File: src/rtl/ivc_pkg.sv
// Package: shared constants and helpers of the interrupt controller.
// Assumes source index 0 is the highest rank; all maps below are fixed.
package ivc_pkg;
    localparam int N_SRC  = 9;
    localparam int IDX_W  = $clog2(N_SRC + 1);
    localparam int N_EXT  = 3;
    localparam int N_EVT  = 4;
    localparam int N_SLOT = 8;
    localparam int DATA_W = 2 * N_SLOT;
    localparam int MASK_W = N_SRC + 2;
    localparam int MASK_TOP = MASK_W - 1;
    localparam int VEC_W  = 16;
    localparam int CTL_NEST = 4;

    // source index driven by each external line and each event input
    localparam int EXT_IDX [N_EXT] = '{7, 6, 1};
    localparam int EVT_IDX [N_EVT] = '{0, 2, 3, 8};

    // vector address of a source index
    function automatic logic [VEC_W-1:0] vec_of(input logic [IDX_W-1:0] idx);
        logic [VEC_W-1:0] v;
        case (idx)
            4'd0:    v = 16'h002C;
            4'd1:    v = 16'h0004;
            4'd2:    v = 16'h000C;
            4'd3:    v = 16'h0008;
            4'd4:    v = 16'h0018;
            4'd5:    v = 16'h001C;
            4'd6:    v = 16'h0020;
            4'd7:    v = 16'h0024;
            4'd8:    v = 16'h0028;
            default: v = '0;
        endcase
        return v;
    endfunction
endpackage

File: src/rtl/irq_pend.sv
// Pending state for all sources: edge latches, live level requests,
// software set/clear and acknowledge clearing.
// Assumes ack_hot is one-hot or zero and points at a pending source.
module irq_pend
    import ivc_pkg::*;
(
    input  logic              clk,
    input  logic              rst_n,
    input  logic [N_EXT-1:0]  ext_n,
    input  logic [N_EXT-1:0]  edge_sel,
    input  logic [N_EVT-1:0]  evt,
    input  logic [N_SLOT-1:0] clr_slot,
    input  logic [N_SLOT-1:0] frc_slot,
    input  logic [N_SRC-1:0]  ack_hot,
    output logic [N_SRC-1:0]  pend
);
    logic [N_SRC-1:0] latch_q;
    logic [N_EXT-1:0] prev_q;
    logic [N_SRC-1:0] set_v;
    logic [N_SRC-1:0] clr_v;
    logic [N_SRC-1:0] live_v;

    // gather set, clear and live-level terms per source index
    always_comb begin
        set_v  = '0;
        clr_v  = '0;
        live_v = '0;
        for (int j = 0; j < N_EXT; j++) begin
            set_v[EXT_IDX[j]]  = edge_sel[j] & prev_q[j] & ~ext_n[j];
            live_v[EXT_IDX[j]] = ~edge_sel[j] & ~ext_n[j];
        end
        for (int e = 0; e < N_EVT; e++) begin
            set_v[EVT_IDX[e]] = set_v[EVT_IDX[e]] | evt[e];
        end
        for (int k = 0; k < N_SLOT; k++) begin
            set_v[k+1] = set_v[k+1] | frc_slot[k];
            clr_v[k+1] = clr_slot[k];
        end
    end

    // pending latches: clears first, sets win
    always_ff @(posedge clk) begin
        if (!rst_n) latch_q <= '0;
        else        latch_q <= (latch_q & ~clr_v & ~ack_hot) | set_v;
    end

    // previous line samples for falling-edge detection (idle high)
    always_ff @(posedge clk) begin
        if (!rst_n) prev_q <= '1;
        else        prev_q <= ext_n;
    end

    // a source is pending if latched or if its level line is low
    always_comb pend = latch_q | live_v;

    // the resolver only ever acknowledges one pending source
    p_ack_pending_r7: assert property (@(posedge clk) disable iff (!rst_n)
        $onehot0(ack_hot) && ((ack_hot & ~pend) == '0));

    // an event seen on an edge is pending on the next cycle
    p_evt_latched_r11: assert property (@(posedge clk) disable iff (!rst_n)
        evt[0] |=> pend[0]);
endmodule

File: src/rtl/irq_svc.sv
// In-service tracking: one bit per source in service, retire on return,
// and the set of ranks allowed to be offered under the nesting setting.
// Assumes take is only raised for a source that was allowed.
module irq_svc
    import ivc_pkg::*;
(
    input  logic             clk,
    input  logic             rst_n,
    input  logic             nest_en,
    input  logic             take,
    input  logic [IDX_W-1:0] take_src,
    input  logic             rti,
    output logic [N_SRC-1:0] allow
);
    logic [N_SRC-1:0] act_q;
    logic [N_SRC-1:0] act_nx;
    logic [IDX_W-1:0] level;

    // rank of the innermost (highest-ranked) active service level
    always_comb begin
        level = IDX_W'(N_SRC);
        for (int i = N_SRC - 1; i >= 0; i--) begin
            if (act_q[i]) level = IDX_W'(i);
        end
    end

    // ranks eligible to be offered now
    always_comb begin
        for (int i = 0; i < N_SRC; i++) begin
            if (act_q == '0) allow[i] = 1'b1;
            else             allow[i] = nest_en && (IDX_W'(i) < level);
        end
    end

    // next service set: retire innermost, then add the taken source
    always_comb begin
        act_nx = act_q;
        if (rti && (level < IDX_W'(N_SRC))) act_nx[level] = 1'b0;
        if (take) act_nx[take_src] = 1'b1;
    end

    // service register
    always_ff @(posedge clk) begin
        if (!rst_n) act_q <= '0;
        else        act_q <= act_nx;
    end

    // nothing is taken on top of an active level without nesting
    p_no_take_busy_r8: assert property (@(posedge clk) disable iff (!rst_n)
        (take && (act_q != '0)) |-> nest_en);

    // a preempting source outranks every active one
    p_strict_preempt_r9: assert property (@(posedge clk) disable iff (!rst_n)
        (take && (act_q != '0)) |-> (take_src < level));

    // a return with nothing taken retires exactly one level
    p_rti_pop_r8: assert property (@(posedge clk) disable iff (!rst_n)
        (rti && !take && (act_q != '0)) |=>
            ($countones(act_q) == $countones($past(act_q)) - 1));
endmodule

File: src/rtl/irq_sel.sv
// Priority resolver: picks the lowest eligible index and its vector.
// Assumes pend, en and allow are aligned by source index.
module irq_sel
    import ivc_pkg::*;
(
    input  logic             clk,
    input  logic             rst_n,
    input  logic [N_SRC-1:0] pend,
    input  logic [N_SRC-1:0] en,
    input  logic [N_SRC-1:0] allow,
    output logic             req,
    output logic [IDX_W-1:0] src,
    output logic [VEC_W-1:0] vec
);
    logic [N_SRC-1:0] cand;

    // eligible sources
    always_comb cand = pend & en & allow;

    // scan from lowest rank upward so the highest rank wins
    always_comb begin
        req = 1'b0;
        src = '0;
        for (int i = N_SRC - 1; i >= 0; i--) begin
            if (cand[i]) begin
                req = 1'b1;
                src = IDX_W'(i);
            end
        end
        vec = req ? vec_of(src) : '0;
    end

    // presented vectors are word-slot aligned inside the table
    p_vec_range_r1: assert property (@(posedge clk) disable iff (!rst_n)
        req |-> ((vec[1:0] == 2'b00) && (vec < 16'h0030) && (vec != '0)));

    // the outputs are quiet when nothing is offered
    p_idle_zero_r10: assert property (@(posedge clk) disable iff (!rst_n)
        !req |-> ((vec == '0) && (src == '0)));
endmodule

File: src/rtl/prio_irq_ctrl.sv
// Top: register file (mask, control), set/clear decode, and the link
// between pending state, resolver and service tracking.
// Assumes ack and rti are single-cycle strobes from the sequencer.
module prio_irq_ctrl
    import ivc_pkg::*;
(
    input  logic              clk,
    input  logic              rst_n,
    input  logic              wr_en,
    input  logic [1:0]        wr_sel,
    input  logic [DATA_W-1:0] wr_data,
    input  logic [N_EXT-1:0]  ext_n,
    input  logic [N_EVT-1:0]  evt,
    input  logic              ack,
    input  logic              rti,
    output logic              irq_req,
    output logic [VEC_W-1:0]  irq_vec,
    output logic [IDX_W-1:0]  irq_src
);
    logic [MASK_W-1:0] mask_q;
    logic [N_EXT-1:0]  edge_q;
    logic              nest_q;
    logic [N_SLOT-1:0] clr_slot;
    logic [N_SLOT-1:0] frc_slot;
    logic [N_SRC-1:0]  en;
    logic [N_SRC-1:0]  pend;
    logic [N_SRC-1:0]  allow;
    logic [N_SRC-1:0]  ack_hot;
    logic              take;

    // mask register
    always_ff @(posedge clk) begin
        if (!rst_n)                      mask_q <= '0;
        else if (wr_en && wr_sel == 2'd0) mask_q <= wr_data[MASK_W-1:0];
    end

    // control register: sensitivity bits and nesting enable
    always_ff @(posedge clk) begin
        if (!rst_n) begin
            edge_q <= '0;
            nest_q <= 1'b0;
        end else if (wr_en && wr_sel == 2'd2) begin
            edge_q <= wr_data[N_EXT-1:0];
            nest_q <= wr_data[CTL_NEST];
        end
    end

    // set/clear halves of the one-shot register
    always_comb begin
        clr_slot = (wr_en && wr_sel == 2'd1) ? wr_data[N_SLOT-1:0] : '0;
        frc_slot = (wr_en && wr_sel == 2'd1) ? wr_data[DATA_W-1:N_SLOT] : '0;
    end

    // mask bit (MASK_TOP - index) enables each source
    for (genvar g = 0; g < N_SRC; g++) begin : g_en
        assign en[g] = mask_q[MASK_TOP - g];
    end

    // accepted acknowledge, one-hot on the presented source
    always_comb begin
        take    = ack && irq_req;
        ack_hot = '0;
        if (take) ack_hot[irq_src] = 1'b1;
    end

    irq_pend u_pend (
        .clk      (clk),
        .rst_n    (rst_n),
        .ext_n    (ext_n),
        .edge_sel (edge_q),
        .evt      (evt),
        .clr_slot (clr_slot),
        .frc_slot (frc_slot),
        .ack_hot  (ack_hot),
        .pend     (pend)
    );

    irq_svc u_svc (
        .clk      (clk),
        .rst_n    (rst_n),
        .nest_en  (nest_q),
        .take     (take),
        .take_src (irq_src),
        .rti      (rti),
        .allow    (allow)
    );

    irq_sel u_sel (
        .clk   (clk),
        .rst_n (rst_n),
        .pend  (pend),
        .en    (en),
        .allow (allow),
        .req   (irq_req),
        .src   (irq_src),
        .vec   (irq_vec)
    );

    // a presented source always has its mask bit set
    p_masked_quiet_r2: assert property (@(posedge clk) disable iff (!rst_n)
        irq_req |-> mask_q[MASK_TOP - int'(irq_src)]);
endmodule

File: config.mk
export PLATFORM = sky130hd
export DESIGN_NAME = prio_irq_ctrl
export DESIGN_NICKNAME = d
export VERILOG_FILES = /design/src/rtl/ivc_pkg.sv /design/src/rtl/irq_pend.sv /design/src/rtl/irq_svc.sv /design/src/rtl/irq_sel.sv /design/src/rtl/prio_irq_ctrl.sv
export SDC_FILE = /design/constraint.sdc
export NUM_CORES = 1
export LEC_CHECK = 0
export BUFFER_PORTS_ARGS = -buffer_cell sky130_fd_sc_hd__buf_2
export CAP_MARGIN = 20
export CORE_MARGIN = 2
export CORE_UTILIZATION = 55
export CTS_BUF_LIST = sky130_fd_sc_hd__clkbuf_2 sky130_fd_sc_hd__clkbuf_4 sky130_fd_sc_hd__clkbuf_8
export DETAILED_ROUTE_END_ITERATION = 8
export PLACE_DENSITY_LB_ADDON = 0.08
export SYNTH_ARGS = -nofsm -noshare
export SYNTH_HDL_FRONTEND = slang
export SYNTH_SLANG_ARGS = --single-unit
File: constraint.sdc
create_clock -name clk -period 3.91 [get_ports clk]
set_input_delay 0.5865 -clock clk [delete_from_list [all_inputs] [get_ports clk]]
set_output_delay 0.5865 -clock clk [all_outputs]
set_load 0.01 [all_outputs]
# Yosys cells after proc, flatten, opt, wreduce, memory -nomap -nowiden
# Memory sizes are Yosys's and may differ from the RTL's.
# Cells that the tools add are included.
# totals
register_bits,36
rom_bits,64
in_bits,30
out_inout_bits,21
elab_cells,119
n_memories,1
# op_classes
magnitude_cmp,14
eq_ne,2
muxes,46
bitwise_logic,32
n_reduce_logical,18
# mem_list
memory,words,width,rd,rd_clocked_by_memory_dff,wr,line,source
(name not given),16,4,1,0,0,ivc_pkg.sv:22,case (idx)
# ops
cell,count
$mux 4,17
$and 9x9->9,5
$mux 9,3
$not 9->9,3
$mux 1,21
$or 9x9->9,2
$logic_and 1x1->1,16
$lt 3x4->1 const A,4
$mux 16,1
$mux 8,2
$lt 4x5->1 const B,2
$and 1x1->1,9
$logic_not 9->1,1
$or 9x8->9,1
$demux 1 s4,2
$ge 4x1->1 const B,2
$lt 1x4->1 const A,2
$lt 2x4->1 const A,2
$not 1->1,6
$or 1x1->1,6
$lt 4x4->1 const A,1
$lt 4x4->1 const B,1
$eq 2x1->1 const B,1
$eq 2x2->1 const B,1
$logic_not 2->1,1

# Logic depth before layout (Yosys ltp)
# depth
depth_word,30
ltp_mapped,9
ltp_nobuf,8

# Modules after synthesis
# Synthesis repeated with hierarchy kept, for this count alone.
# hier_totals
cells_unflattened,241
hier_area_um2,2065.7
# modules_own_cells
module,n_inst,cells_per_inst,area_per_inst_um2,seq_area_each_um2
prio_irq_ctrl,1,88,728.2,260.2
irq_pend,1,46,504.2,240.2
irq_svc,1,60,498.0,180.2
irq_sel,1,47,335.3,0.0

# Worst setup path after synthesis
# Ideal clock, no wire load.
# synth_timing
kind,reg2out
from,register u_svc.act_q[1]
to,output irq_vec[5]
t_arrival_ns,2.251
t_required_ns,3.323
slack_ns,1.073
path_stages_with_launch,8
n_path_buf,1
path_cell_list,dfxtp_1 -> buf_6 -> or4_4 -> o31a_1 -> a21oi_4 -> a21oi_1 -> or3_1 -> a21boi_1
# synth_via
elab_cells_between_ends,51
# synth_rtl
element,line,source
from (decl),irq_svc.sv:15,logic [N_SRC-1:0] act_q;
from (signal assigned),irq_svc.sv:45,else act_q <= act_nx;
$mux 4 (2 in a row),irq_svc.sv:23,if (act_q[i]) level = IDX_W'(i);
$lt 3x4->1,irq_svc.sv:31,else allow[i] = nest_en && (IDX_W'(i) < level);
$logic_and 1x1->1,irq_svc.sv:31,
$mux 1,irq_svc.sv:30,if (act_q == '0) allow[i] = 1'b1;
$and 9x9->9 (*),irq_sel.sv:18,always_comb cand = pend & en & allow;
$mux 4 (7 in a row),irq_sel.sv:25,if (cand[i]) begin
$mux 4 (*),irq_sel.sv:25,
net irq_src[1],prio_irq_ctrl.sv:18,output logic [IDX_W-1:0] irq_src
$mem_v2 16x4 (*),--,
$mux 16 (*),irq_sel.sv:30,vec = req ? vec_of(src) : '0;
to (decl),prio_irq_ctrl.sv:17,"output logic [VEC_W-1:0] irq_vec,"
# Mark *: on every way through the listed nets, which the timed path passes. The rest lies on a longest branch.

# Worst setup path in the final report
# layout_timing
from,register u_svc.act_q[1]
to,output irq_vec[5]
# layout_via
elab_chain_len,17
elab_cells_between_ends,51
# layout_lines
element,line
$mux 4 (2 in a row),irq_svc.sv:23
$lt 4x4->1,irq_svc.sv:31
$logic_and 1x1->1,irq_svc.sv:31
$mux 1,irq_svc.sv:30
$and 9x9->9 (*),irq_sel.sv:18
$mux 4 (9 in a row),irq_sel.sv:25
$mem_v2 16x4,--
$mux 16 (*),irq_sel.sv:30
# Every way passes the cells marked *; elsewhere a longest branch is shown, timed or not.

==> metrics <==
final setup violation count=0; ranking of synthesized cells by area=dfxtp_1 34%, mux2i_1 6.5%, nor2b_1 5.3%; GRT Util Overall=25.4%; clk_lat worst skew=roughly 0.35 ns; Netlist Area Pre-Place=0.00200 mm2; top_reg_cell synth=dfxtp_1; largest net degree at the start of global routing=37; Setup crit start kind=flop; HP Class=input port to flop; post-layout util=roughly two thirds; post-synthesis mux area share=7.06%; CP Max Fanout=9; DIE AREA=about 0.0041 mm2; crit end category=output pin; top cell type by total area after synthesis=dfxtp_1; Layout area overhead=11.7%; CORE AREA=about 0.0034 mm2; CTS buffer count=5; clock-pin slew on the worst setup and hold paths=roughly 0.11 ns; CTS tree=done; Pleak=between 0.9 and 1 nW; WL/cell=15.0 um; Worst-Margin Slew=just under 1 ns; Post-Synth Simple-Gate Area=25.6%; CTS sink count=34; Final min period=between 3 and 4 ns; fin crit share=roughly 90%; layout cells sized above 1=roughly a fifth; EDFF count, synth=0; syn avg cell area=8.27 um2; pre-CTS setup slack=0.802 ns; Final Hold Fails=0; Rows=21; CTS H-tree depth=2; DIE HEIGHT=between 60 and 70 um; RSZ-0062 raised after global routing=false; Worst Skew=0.0140 ns; vias per cell=around 5.7; Initial Utilization=between 50% and 60%; WS Path Type=flop to output pin; antenna violations before repair=0; # DRC=0; Syn Inst Count=242; pwr dens=between 300 and 400 mW/mm2; die width=64.3 um; number of setup buffers added after CTS=0; final WL=about 4.9 mm; Fmax=~280 MHz; I/O Buffers=38; final net count=between 300 and 400; Antenna diodes=0; Seq/Total Area, Yosys=approximately a third; Slew Viols, Final=0; area share of fa/ha/maj cells after synthesis=0%; global-route wire length before repair=approximately 8.0 mm; XOR/XNOR Fraction of Synth Area=0%; hpwl dp=between 3 and 4 mm; top cell type's share of synthesized area=34.0%; number of synthesis warnings=0; CTS max path bufs=2; ys async rst share=0%; CP required=around 3.3 ns; final worst setup slack=about 0.4 ns; Distinct cells, synth=slightly below 60; Arr. time, crit path=about 2.9 ns; GP Congestion=approximately 0.89; Synth Area in Compound Gates=25.1%; status=completed; largest family of logic cells by synthesized area=simple AND/OR/NAND/NOR gates; initial DRC count=roughly 170; Max Cap Viol=0; register bit count reported by yosys=34; Routed Antenna Nets=0; area occupied by registers=about 680 um2; fill count=around 330; Peak VDD IR=236 uV; post-cts sizing count=0; drt first pass iters=4; vias in the first global route=approximately 1700; area occupied by multi-input gates=roughly 0.0012 mm2; GRT overflow=0; clk root buf=clkbuf_4; # IOs=51; Max-Slew Margin vs Limit=between 30% and 40%; setup TNS=0 ns; hold_buf cts=0; total number of vias=1867
## cells in the final DEF, fill, tap and decap left out, types with 5 or more instances in the layout
cell type  instances
mux2i_1           13
a21boi_0           9
nand2b_1           6
nand2_1           28
o21ai_0            9
a21oi_1           11
nor2b_1           17
buf_2             38
nor2_1            18
clkbuf_4           5
inv_1              7
dfxtp_1           34
conb_1            12
## kinds of logic after synthesis
kind of cell,Yosys count
other cells,1
compound gates,68
flops,34
buf+inv,29
mux,14
simple gates,96
## cells in the mapped netlist (3+ instances only)
cell type,count
dfxtp_1,34
nand2_1,28
nor2_1,18
nor2b_1,17
mux2i_1,13
buf_4,12
a21oi_1,11
a21boi_0,9
o21ai_0,9
clkbuf_1,7
inv_1,7
nand2b_1,6
nand3_1,4
o31ai_1,4
a21boi_1,3
a32oi_1,3
a41o_1,3
and2_1,3
o21a_1,3
## sequential cells by signal (all words and copies together) (netlist names)
register	flops
u_pend.latch_q	9
u_svc.act_q	9
edge_q	3
nest_q	1
u_pend.prev_q	3
mask_q	9
## per-stage QoR
step | total power, mW | hold slack [ns] | cell area (um2) | std cells
finish | 0.695 | 0.423 | 2240 | 325
detailed placement | 0.488 | 0.469 | 2170 | 317
global placement | 0.486 | 0.458 | 2170 | 317
CTS | 0.694 | 0.426 | 2240 | 325
floorplan | 0.455 | 0.444 | 2040 | 253
global route | 0.725 | 0.442 | 2240 | 325
## critical path: stages, from the launching register on
cell and delay [ns]:
dfxtp_1 0.42, nor4_2 0.42, o2111ai_1 0.33, o21ai_0 0.25
o21ai_0 0.17, o21ai_2 0.29, inv_2 0.11, or3_1 0.31
a21boi_1 0.12, buf_2 0.14
## power by group
| part | internal, mW | leakage [nW] | total [mW] | switching, mW |
|---|---|---|---|---|
| logic | 0.0479 | 0.635 | 0.113 | 0.0648 |
| registers | 0.359 | 0.278 | 0.368 | 0.00890 |
| clock network | 0.0864 | 0.0343 | 0.215 | 0.128 |
## final timing paths
check,end,slack (ns),depth (start not counted),start
max reg2reg,u_pend.latch_q[8],1.35,7,u_svc.act_q[1]
max,irq_vec[5],0.40,9,u_svc.act_q[1]
min reg2reg,u_pend.latch_q[1],0.49,2,u_pend.latch_q[1]
min,u_pend.prev_q[0],0.42,3,ext_n[0]
## cell type report
type	instances	area share (%)
multi-input combinational	190	53.9
sequential	34	30.4
timing repair buffer	39	8.84
tap	46	2.57
clock buffer	6	2.29
inverter	8	1.34
clock inverter	2	0.560
## routing by layer
layer | vias up | wire (um) | GRT usage [%]
met5 | - | 0 | 0
met4 | 0 | 87 | 8.24
met3 | 12 | 314 | 6.16
met2 | 71 | 2310 | 42.6
met1 | 864 | 2180 | 32.1
li1 | 920 | - | -
No activity file was read; power rests on OpenSTA's default activity.
